`config.mk`:
```
export PLATFORM = sky130hd
export DESIGN_NAME = ep0_ctrl_seq
export DESIGN_NICKNAME = d
export VERILOG_FILES = /design/src/rtl/ep0_seq_pkg.sv /design/src/rtl/ep0_setup_capture.sv /design/src/rtl/ep0_resp_regs.sv /design/src/rtl/ep0_stage_fsm.sv /design/src/rtl/ep0_ctrl_seq.sv
export SDC_FILE = /design/constraint.sdc
export NUM_CORES = 1
export LEC_CHECK = 0
export ABC_AREA = 0
export CAP_MARGIN = 30
export CORE_MARGIN = 2
export CORE_UTILIZATION = 51
export DETAILED_ROUTE_END_ITERATION = 16
export GPL_TIMING_DRIVEN = 0
export PLACE_DENSITY = 0.85
export SETUP_SLACK_MARGIN = 0.3
export SYNTH_ARGS = -nofsm -noshare
export SYNTH_HDL_FRONTEND = slang
export SYNTH_SLANG_ARGS = --single-unit
```
`constraint.sdc`:
```
create_clock -name clk -period 3.8 [get_ports clk]
set_input_delay 0.76 -clock clk [delete_from_list [all_inputs] [get_ports clk]]
set_output_delay 0.76 -clock clk [all_outputs]
set_load 0.03 [all_outputs]
```
`src/rtl/ep0_seq_pkg.sv`:
```
package ep0_seq_pkg;
  typedef enum logic [1:0] {
    STG_IDLE   = 2'b00,
    STG_SETUP  = 2'b01,
    STG_DATA   = 2'b10,
    STG_STATUS = 2'b11
  } stage_t;

  typedef enum logic [1:0] {
    AUTO_NONE = 2'b00,
    AUTO_ADDR = 2'b01,
    AUTO_CFG  = 2'b10
  } auto_t;

  localparam logic [1:0] TOK_OUT   = 2'b01;
  localparam logic [1:0] TOK_IN    = 2'b10;
  localparam logic [1:0] TOK_SETUP = 2'b11;

  localparam logic [1:0] HS_ACK   = 2'b00;
  localparam logic [1:0] HS_NAK   = 2'b01;
  localparam logic [1:0] HS_STALL = 2'b10;

  localparam logic [1:0] RSP_ACK   = 2'b01;
  localparam logic [1:0] RSP_STALL = 2'b10;

  localparam logic [7:0] STD_OUT_DEVICE = 8'h00;
  localparam logic [7:0] CODE_SET_ADDR  = 8'h05;
  localparam logic [7:0] CODE_SET_CFG   = 8'h09;

  function automatic auto_t decode_auto(input logic [15:0] req);
    if (req[7:0] == STD_OUT_DEVICE && req[15:8] == CODE_SET_ADDR) return AUTO_ADDR;
    if (req[7:0] == STD_OUT_DEVICE && req[15:8] == CODE_SET_CFG)  return AUTO_CFG;
    return AUTO_NONE;
  endfunction
endpackage

```
`src/rtl/ep0_setup_capture.sv`:
```
module ep0_setup_capture #(
  parameter int BYTE_W    = 8,
  parameter int NUM_BYTES = 8
) (
  input  logic                          clk,
  input  logic                          rst,
  input  logic                          start,
  input  logic                          byte_valid,
  input  logic [BYTE_W-1:0]             byte_in,
  output logic                          done,
  output logic [NUM_BYTES*BYTE_W-1:0]   bytes_flat
);
  localparam int CNT_W = (NUM_BYTES > 1) ? $clog2(NUM_BYTES) : 1;
  localparam logic [CNT_W-1:0] LAST = CNT_W'(NUM_BYTES - 1);

  logic [BYTE_W-1:0] store [NUM_BYTES];
  logic [CNT_W-1:0]  cnt;
  logic              busy;

  // request byte storage, no reset so it may map to distributed RAM
  always_ff @(posedge clk) begin
    if (busy && byte_valid && !start) store[cnt] <= byte_in;
  end

  always_ff @(posedge clk) begin
    if (rst) begin
      busy <= 1'b0;
      cnt  <= '0;
      done <= 1'b0;
    end else begin
      done <= 1'b0;
      if (start) begin
        busy <= 1'b1;
        cnt  <= '0;
      end else if (busy && byte_valid) begin
        cnt <= cnt + 1'b1;
        if (cnt == LAST) begin
          busy <= 1'b0;
          done <= 1'b1;
        end
      end
    end
  end

  for (genvar g = 0; g < NUM_BYTES; g++) begin : g_flat
    assign bytes_flat[g*BYTE_W +: BYTE_W] = store[g];
  end


  done_idle_chk: assert property (@(posedge clk) disable iff (rst) done |-> !busy);

  done_after_byte_chk: assert property (@(posedge clk) disable iff (rst) done |-> $past(byte_valid));
endmodule

```
`src/rtl/ep0_resp_regs.sv`:
```
module ep0_resp_regs #(
  parameter int RSP_W = 2
) (
  input  logic             clk,
  input  logic             rst,
  input  logic             setup_tok,
  input  logic             fw_clr_lock,
  input  logic             fw_wr_rsp,
  input  logic [RSP_W-1:0] fw_rsp,
  input  logic             fw_wr_done,
  input  logic             fw_done,
  output logic             lock_flag,
  output logic [RSP_W-1:0] rsp_field,
  output logic             ctl_done
);
  always_ff @(posedge clk) begin
    if (rst) begin
      lock_flag <= 1'b0;
      rsp_field <= '0;
      ctl_done  <= 1'b0;
    end else if (setup_tok) begin
      lock_flag <= 1'b1;
      rsp_field <= '0;
      ctl_done  <= 1'b0;
    end else begin
      if (fw_clr_lock) lock_flag <= 1'b0;
      if (!lock_flag) begin
        if (fw_wr_rsp)  rsp_field <= fw_rsp;
        if (fw_wr_done) ctl_done  <= fw_done;
      end
    end
  end


  setup_force_chk: assert property (@(posedge clk) disable iff (rst)
    setup_tok |=> lock_flag && rsp_field == '0 && !ctl_done);

  lock_hold_chk: assert property (@(posedge clk) disable iff (rst)
    lock_flag && !setup_tok |=> $stable(rsp_field) && $stable(ctl_done));
endmodule

```
`src/rtl/ep0_stage_fsm.sv`:
```
module ep0_stage_fsm
  import ep0_seq_pkg::*;
#(
  parameter int FIELD_W = 16
) (
  input  logic               clk,
  input  logic               rst,
  input  logic               tok_valid,
  input  logic [1:0]         tok_kind,
  input  logic               setup_done,
  input  logic [FIELD_W-1:0] req_word,
  input  logic [FIELD_W-1:0] length,
  input  logic [1:0]         rsp_field,
  input  logic               ctl_done,
  input  logic               rx_empty,
  input  logic               tx_loaded,
  output stage_t             stage_q,
  output logic               hs_valid,
  output logic [1:0]         hs_code,
  output logic               irq_setup,
  output logic               irq_status,
  output logic               irq_buf_ready,
  output logic               addr_latch,
  output logic               cfg_load,
  output logic               addr_commit
);
  logic   ready_q, nodata_q, dir_in_q;
  auto_t  auto_q, auto_dec;
  stage_t stage_d;
  logic   dir_d, enter_status;
  logic [1:0] code_d;
  logic   tok_setup, tok_io, tok_is_in, stall, buf_ok;

  assign tok_setup = tok_valid && tok_kind == TOK_SETUP;
  assign tok_io    = tok_valid && (tok_kind == TOK_IN || tok_kind == TOK_OUT);
  assign tok_is_in = tok_kind == TOK_IN;
  assign stall     = rsp_field == RSP_STALL;
  assign buf_ok    = tok_is_in ? tx_loaded : rx_empty;
  assign auto_dec  = decode_auto(req_word);

  always_comb begin
    stage_d      = stage_q;
    dir_d        = dir_in_q;
    enter_status = 1'b0;
    case (stage_q)
      STG_SETUP: if (ready_q) begin
        if (nodata_q) begin
          stage_d      = STG_STATUS;
          enter_status = 1'b1;
        end else begin
          stage_d = STG_DATA;
          dir_d   = tok_is_in;
        end
      end
      STG_DATA: if (tok_is_in != dir_in_q) begin
        stage_d      = STG_STATUS;
        enter_status = 1'b1;
      end
      default: ;
    endcase
    case (stage_d)
      STG_DATA:   code_d = stall ? HS_STALL :
                           (rsp_field == RSP_ACK && buf_ok) ? HS_ACK : HS_NAK;
      STG_STATUS: code_d = (auto_q != AUTO_NONE) ? HS_ACK :
                           stall ? HS_STALL :
                           (rsp_field == RSP_ACK && ctl_done) ? HS_ACK : HS_NAK;
      default:    code_d = stall ? HS_STALL : HS_NAK;
    endcase
  end

  always_ff @(posedge clk) begin
    if (rst) begin
      stage_q       <= STG_IDLE;
      ready_q       <= 1'b0;
      nodata_q      <= 1'b0;
      dir_in_q      <= 1'b0;
      auto_q        <= AUTO_NONE;
      hs_valid      <= 1'b0;
      hs_code       <= HS_NAK;
      irq_setup     <= 1'b0;
      irq_status    <= 1'b0;
      irq_buf_ready <= 1'b0;
      addr_latch    <= 1'b0;
      cfg_load      <= 1'b0;
      addr_commit   <= 1'b0;
    end else begin
      hs_valid      <= 1'b0;
      irq_setup     <= 1'b0;
      irq_status    <= 1'b0;
      irq_buf_ready <= 1'b0;
      addr_latch    <= 1'b0;
      cfg_load      <= 1'b0;
      addr_commit   <= 1'b0;
      if (tok_setup) begin
        stage_q <= STG_SETUP;
        ready_q <= 1'b0;
        auto_q  <= AUTO_NONE;
      end else if (setup_done) begin
        ready_q    <= 1'b1;
        nodata_q   <= length == '0;
        auto_q     <= auto_dec;
        hs_valid   <= 1'b1;
        hs_code    <= HS_ACK;
        irq_setup  <= auto_dec == AUTO_NONE && length != '0;
        addr_latch <= auto_dec == AUTO_ADDR;
        cfg_load   <= auto_dec == AUTO_CFG;
      end else if (tok_io) begin
        stage_q       <= stage_d;
        dir_in_q      <= dir_d;
        hs_valid      <= 1'b1;
        hs_code       <= code_d;
        irq_status    <= enter_status && auto_q == AUTO_NONE;
        irq_buf_ready <= stage_d == STG_DATA && code_d == HS_ACK;
        addr_commit   <= stage_d == STG_STATUS && auto_q == AUTO_ADDR &&
                         tok_is_in && code_d == HS_ACK;
      end
    end
  end


  dir_change_chk: assert property (@(posedge clk) disable iff (rst)
    tok_io && stage_q == STG_DATA && (tok_is_in != dir_in_q) |=> stage_q == STG_STATUS && hs_valid);

  status_ack_chk: assert property (@(posedge clk) disable iff (rst)
    tok_io && stage_q == STG_STATUS && auto_q == AUTO_NONE && !(rsp_field == RSP_ACK && ctl_done)
    |=> hs_code != HS_ACK);

  stall_chk: assert property (@(posedge clk) disable iff (rst)
    tok_io && stall && auto_q == AUTO_NONE && (stage_q == STG_DATA || stage_q == STG_STATUS)
    |=> hs_valid && hs_code == HS_STALL);
endmodule

```
`src/rtl/ep0_ctrl_seq.sv`:
```
module ep0_ctrl_seq
  import ep0_seq_pkg::*;
#(
  parameter int BYTE_W    = 8,
  parameter int NUM_SETUP = 8,
  parameter int ADDR_W    = 7,
  parameter int CFG_W     = 8
) (
  input  logic                clk,
  input  logic                rst,
  input  logic                tok_valid,
  input  logic [1:0]          tok_kind,
  input  logic                setup_byte_valid,
  input  logic [BYTE_W-1:0]   setup_byte,
  input  logic                rx_empty,
  input  logic                tx_loaded,
  input  logic                fw_clr_lock,
  input  logic                fw_wr_rsp,
  input  logic [1:0]          fw_rsp,
  input  logic                fw_wr_done,
  input  logic                fw_done,
  output logic [1:0]          stage,
  output logic                lock_flag,
  output logic [1:0]          rsp_field,
  output logic                ctl_done,
  output logic [2*BYTE_W-1:0] req_word,
  output logic [2*BYTE_W-1:0] value,
  output logic [2*BYTE_W-1:0] index,
  output logic [2*BYTE_W-1:0] length,
  output logic                hs_valid,
  output logic [1:0]          hs_code,
  output logic                irq_setup,
  output logic                irq_status,
  output logic                irq_buf_ready,
  output logic [ADDR_W-1:0]   dev_addr,
  output logic [CFG_W-1:0]    cfg_value,
  output logic                configured
);
  localparam int FIELD_W = 2 * BYTE_W;

  logic [NUM_SETUP*BYTE_W-1:0] bytes_flat;
  logic   setup_done, setup_tok, addr_latch, cfg_load, addr_commit;
  logic [ADDR_W-1:0] addr_pend;
  stage_t stage_q;

  assign setup_tok = tok_valid && tok_kind == TOK_SETUP;

  ep0_setup_capture #(.BYTE_W(BYTE_W), .NUM_BYTES(NUM_SETUP)) u_cap (
    .clk(clk), .rst(rst), .start(setup_tok),
    .byte_valid(setup_byte_valid), .byte_in(setup_byte),
    .done(setup_done), .bytes_flat(bytes_flat)
  );

  assign req_word = bytes_flat[0*FIELD_W +: FIELD_W];
  assign value    = bytes_flat[1*FIELD_W +: FIELD_W];
  assign index    = bytes_flat[2*FIELD_W +: FIELD_W];
  assign length   = bytes_flat[3*FIELD_W +: FIELD_W];

  ep0_resp_regs #(.RSP_W(2)) u_rsp (
    .clk(clk), .rst(rst), .setup_tok(setup_tok),
    .fw_clr_lock(fw_clr_lock), .fw_wr_rsp(fw_wr_rsp), .fw_rsp(fw_rsp),
    .fw_wr_done(fw_wr_done), .fw_done(fw_done),
    .lock_flag(lock_flag), .rsp_field(rsp_field), .ctl_done(ctl_done)
  );

  ep0_stage_fsm #(.FIELD_W(FIELD_W)) u_fsm (
    .clk(clk), .rst(rst), .tok_valid(tok_valid), .tok_kind(tok_kind),
    .setup_done(setup_done), .req_word(req_word), .length(length),
    .rsp_field(rsp_field), .ctl_done(ctl_done),
    .rx_empty(rx_empty), .tx_loaded(tx_loaded),
    .stage_q(stage_q), .hs_valid(hs_valid), .hs_code(hs_code),
    .irq_setup(irq_setup), .irq_status(irq_status), .irq_buf_ready(irq_buf_ready),
    .addr_latch(addr_latch), .cfg_load(cfg_load), .addr_commit(addr_commit)
  );

  assign stage = stage_q;

  always_ff @(posedge clk) begin
    if (rst) begin
      addr_pend  <= '0;
      dev_addr   <= '0;
      cfg_value  <= '0;
      configured <= 1'b0;
    end else begin
      if (addr_latch)  addr_pend <= value[ADDR_W-1:0];
      if (addr_commit) dev_addr  <= addr_pend;
      if (cfg_load) begin
        cfg_value  <= value[CFG_W-1:0];
        configured <= |value[CFG_W-1:0];
      end
    end
  end


  addr_on_commit_chk: assert property (@(posedge clk) disable iff (rst)
    !$stable(dev_addr) |-> $past(addr_commit));

  cfg_flag_chk: assert property (@(posedge clk) disable iff (rst)
    configured == (cfg_value != '0));
endmodule

```
==> run_results.csv <==
group,metric,value,unit
min_path,hp-class,"flip-flop to flip-flop",
pwr,power_density,376,nW/µm²
logic_synthesis,synth-seq-cells,112,
final_layout,final_area,5470,µm²
logic_synthesis,syn_area_per_cell,13.8,µm²
logic_synthesis,synth_fp_nets,320,
pwr,p_switching,0.474,mW
worst_setup_path,worst-setup-path-type,"input port to flip-flop",
final_layout,layout.cells.most_common_list,"113 x sky130_fd_sc_hd__clkdlybuf4s50_1, 64 x sky130_fd_sc_hd__edfxtp_1, 48 x sky130_fd_sc_hd__dfxtp_1",
final_layout,finalCoreUtilization,71.1,%
final_layout,most_common_cell_after_layout_fill_and_taps_aside,"sky130_fd_sc_hd__clkdlybuf4s50_1",
drt,drcViolationCount,0,
placement,placement.io_buffers,113,
die,floorplan.core_area,7690,µm²
clock_tree,cts_root_buffer,"sky130_fd_sc_hd__clkbuf_8",
die,die_w,92.8,µm
run_status,status,"finished, final reports clean",
timing,fin_setup_tns,0,ps
final_layout,area_growth_syn_to_layout,36.0,%
placement,post_dp_cell_area,5290,µm²
clock_tree,skew_pair_late_insertion_delay,370,ps
logic_synthesis,synth_async_sr_flop_share,0,%
worst_setup_path,critical_path_arrival,2780,ps
pwr,finalPower,2.05,mW
worst_setup_path,crit_required,3800,ps
clock_tree,clk_pin_slew_worst_setup_hold_paths,100,ps
pwr,power.static_leakage,1.78,nW
logic_synthesis,post_synth_edffs,64,
drt,initialDrtViolationCount,141,
timing,grt_setup_unrepaired,"no",
clock_tree,cts_num_sinks,112,
run,drv.max_cap_violation_count,0,
global_route,track_usage,22.2,%
pwr,share_seq_of_total_power,62.9,%
logic_synthesis,ys_dominant_reg_cell,"sky130_fd_sc_hd__edfxtp_1",
global_route,first_pass_grt_wire_length,14400,µm
worst_setup_path,timing.critical_path.to_type,"flip-flop",
die,ios,114,
pwr,sw_frac_of_total,23.1,%
clock_tree,h-tree-depth,3,
worst_setup_path,critical_path_source_type,"input port",
clock_tree,maximum_buffer_depth_of_the_clock_tree,2,
timing,period_needed,2770,ps
timing,report.final.setup_viol,0,
drt,post_drt_wl_per_cell,17.5,µm
clock_tree,cts.hold.buffers_added,0,
final_layout,fin_nets,446,
timing,final_max_slew_viol_count,0,
final_layout,antenna_diode_instance_count,0,
timing,finalHoldViolCount,0,
pwr,power.share.combinational,5.1,%
timing,fin_crit_sh,72.9,%
pwr,vdd_drop_max,0.289,mV
logic_synthesis,yosys_warnings,0,
placement,post_detailed_placement_half_perimeter_wirelength,6620,µm
timing,tightestPinTransition,737,ps
drt,drtPass1Iterations,4,
die,start_util,52.3,%
die,floorplan.rows,32,
logic_synthesis,synth_cell_type_count,38,
placement,place_congestion,0.788,
global_route,number_of_antenna_violations_at_the_first_check_in_global_routing,0,
global_route,overflow,0,
drt,post_drt_via_cell_ratio,5.37,
logic_synthesis,synth.yosys.seq_area_share,71.7,%
die,die_area,8610,µm²
global_route,grt_pass1_vias,2783,
final_layout,drive_gt1_share,5.44,%
timing,worst_clock_skew,9.71,ps
worst_setup_path,path_max_fanout,8,
clock_tree,post-cts-setup-buffers,0,
global_route,pin_count_of_the_biggest_net_entering_global_routing,20,
die,fp.dieH,92.8,µm
clock_tree,cts.repair.resized,0,
logic_synthesis,postSynthCellCount,292,
drt,via_count,2820,
pwr,internal_power,1.58,mW
clock_tree,cts_buffers,9,
timing,fmaxAchievable,0.361,GHz
drt,route.antenna.remaining_nets,0,
timing,max_slew_margin,50.7,%
logic_synthesis,mapped_cell_area,4020,µm²
clock_tree,cts_tree,"built",
pwr,p_clk_share,32.0,%
drt,route.final.wire_length,9180,µm
## final timing paths
| kind | start | endpoint | slack, ps | depth (start not counted) |
|---|---|---|---|---|
| worst max-delay path | tok_kind[1] | u_cap.store[2][6]$_DFFE_PP_ | 1030 | 5 |
| worst min-delay path | u_fsm.hs_code[0]$_SDFFE_PP1P_ | u_fsm.hs_code[0]$_SDFFE_PP1P_ | 490 | 2 |
| worst max register to register | u_cap.busy$_SDFFE_PP0P_ | u_cap.store[2][6]$_DFFE_PP_ | 1770 | 3 |
| worst min register to register | u_fsm.hs_code[0]$_SDFFE_PP1P_ | u_fsm.hs_code[0]$_SDFFE_PP1P_ | 490 | 2 |
## Yosys cell counts (all sizes together) (2+ instances only)
cell type	instances	area share, %
nor2b	6	0.93
dfxtp	48	24
nand2b	9	1.4
xor2	2	0.44
nor3b	3	0.56
inv	4	0.37
mux2i	26	6.5
nand4	2	0.31
clkbuf	8	0.75
nand3	5	0.62
nor2	44	4.1
o21ai	4	0.50
nor3	3	0.37
a21oi	10	1.2
mux2	2	0.56
edfxtp	64	48
ha	6	1.9
nor4	11	1.9
nand2	13	1.2
nand4b	3	0.65
o31ai	3	0.56
## metrics by stage
stage	hold slack (ps)	std cells	worst slack [ps]
after global routing	521	525	888
after detailed placement	480	508	350
after floorplan	443	292	1190
after global placement	464	507	427
final	492	525	1030
after CTS	496	524	697
## area by class of cell
| type | instances | area [µm²] |
|---|---|---|
| multi-input combinational | 168 | 1090 |
| tap | 102 | 128 |
| inverter | 4 | 15.0 |
| clock buffer | 10 | 128 |
| timing repair buffer | 115 | 1140 |
| sequential | 112 | 2880 |
| buffer | 8 | 30.0 |
| clock inverter | 6 | 48.8 |
| fill | 528 | 2220 |
## metal layers
metal  share of wire (%)  wire length (µm)  GRT usage, %  up-vias
li1                    -                 -             -     1326
met1                  40              3670          26.7     1361
met2                  48              4440          36.5      113
met3                 8.8               812          7.40       20
met4                 2.8               261          9.56        0
met5                   0                 0             0        -
## state kept, by name, summed over array words and instances, names as in the netlist, 2 cells and up
signal and cells:
u_cap.cnt 3, addr_pend 7, cfg_value 8, u_cap.store 64, dev_addr 7, u_fsm.auto_q 2, u_fsm.stage_q 2, u_fsm.hs_code 2
u_rsp.rsp_field 2
## logic make-up after synthesis
kind of cell | count (synthesis) | share of synthesized area (%)
flops | 112 | 71.7
simple gates | 105 | 13.4
mux | 28 | 7.03
compound gates | 26 | 4.20
buf+inv | 12 | 1.12
fa+ha+maj | 6 | 1.87
xor+xnor | 3 | 0.654
## worst max-delay path: stages
cell                              delay (ps)
sky130_fd_sc_hd__clkdlybuf4s50_1         440
sky130_fd_sc_hd__ha_1                    230
sky130_fd_sc_hd__nand2_1                 260
sky130_fd_sc_hd__or3b_2                  540
sky130_fd_sc_hd__nor2_1                  530
## power by group through the flow
| stage | sequential [mW] | combinational [mW] | clock [mW] |
|---|---|---|---|
| 2_1_floorplan | 1.33 | 0.0330 | 0 |
| 3_3_place_gp | 1.32 | 0.101 | 0 |
| 3_5_place_dp | 1.32 | 0.103 | 0 |
| 4_1_cts | 1.29 | 0.104 | 0.666 |
| 5_1_grt | 1.29 | 0.111 | 0.703 |
| 6_report | 1.29 | 0.104 | 0.658 |
Power figures use the tool's default switching activity.
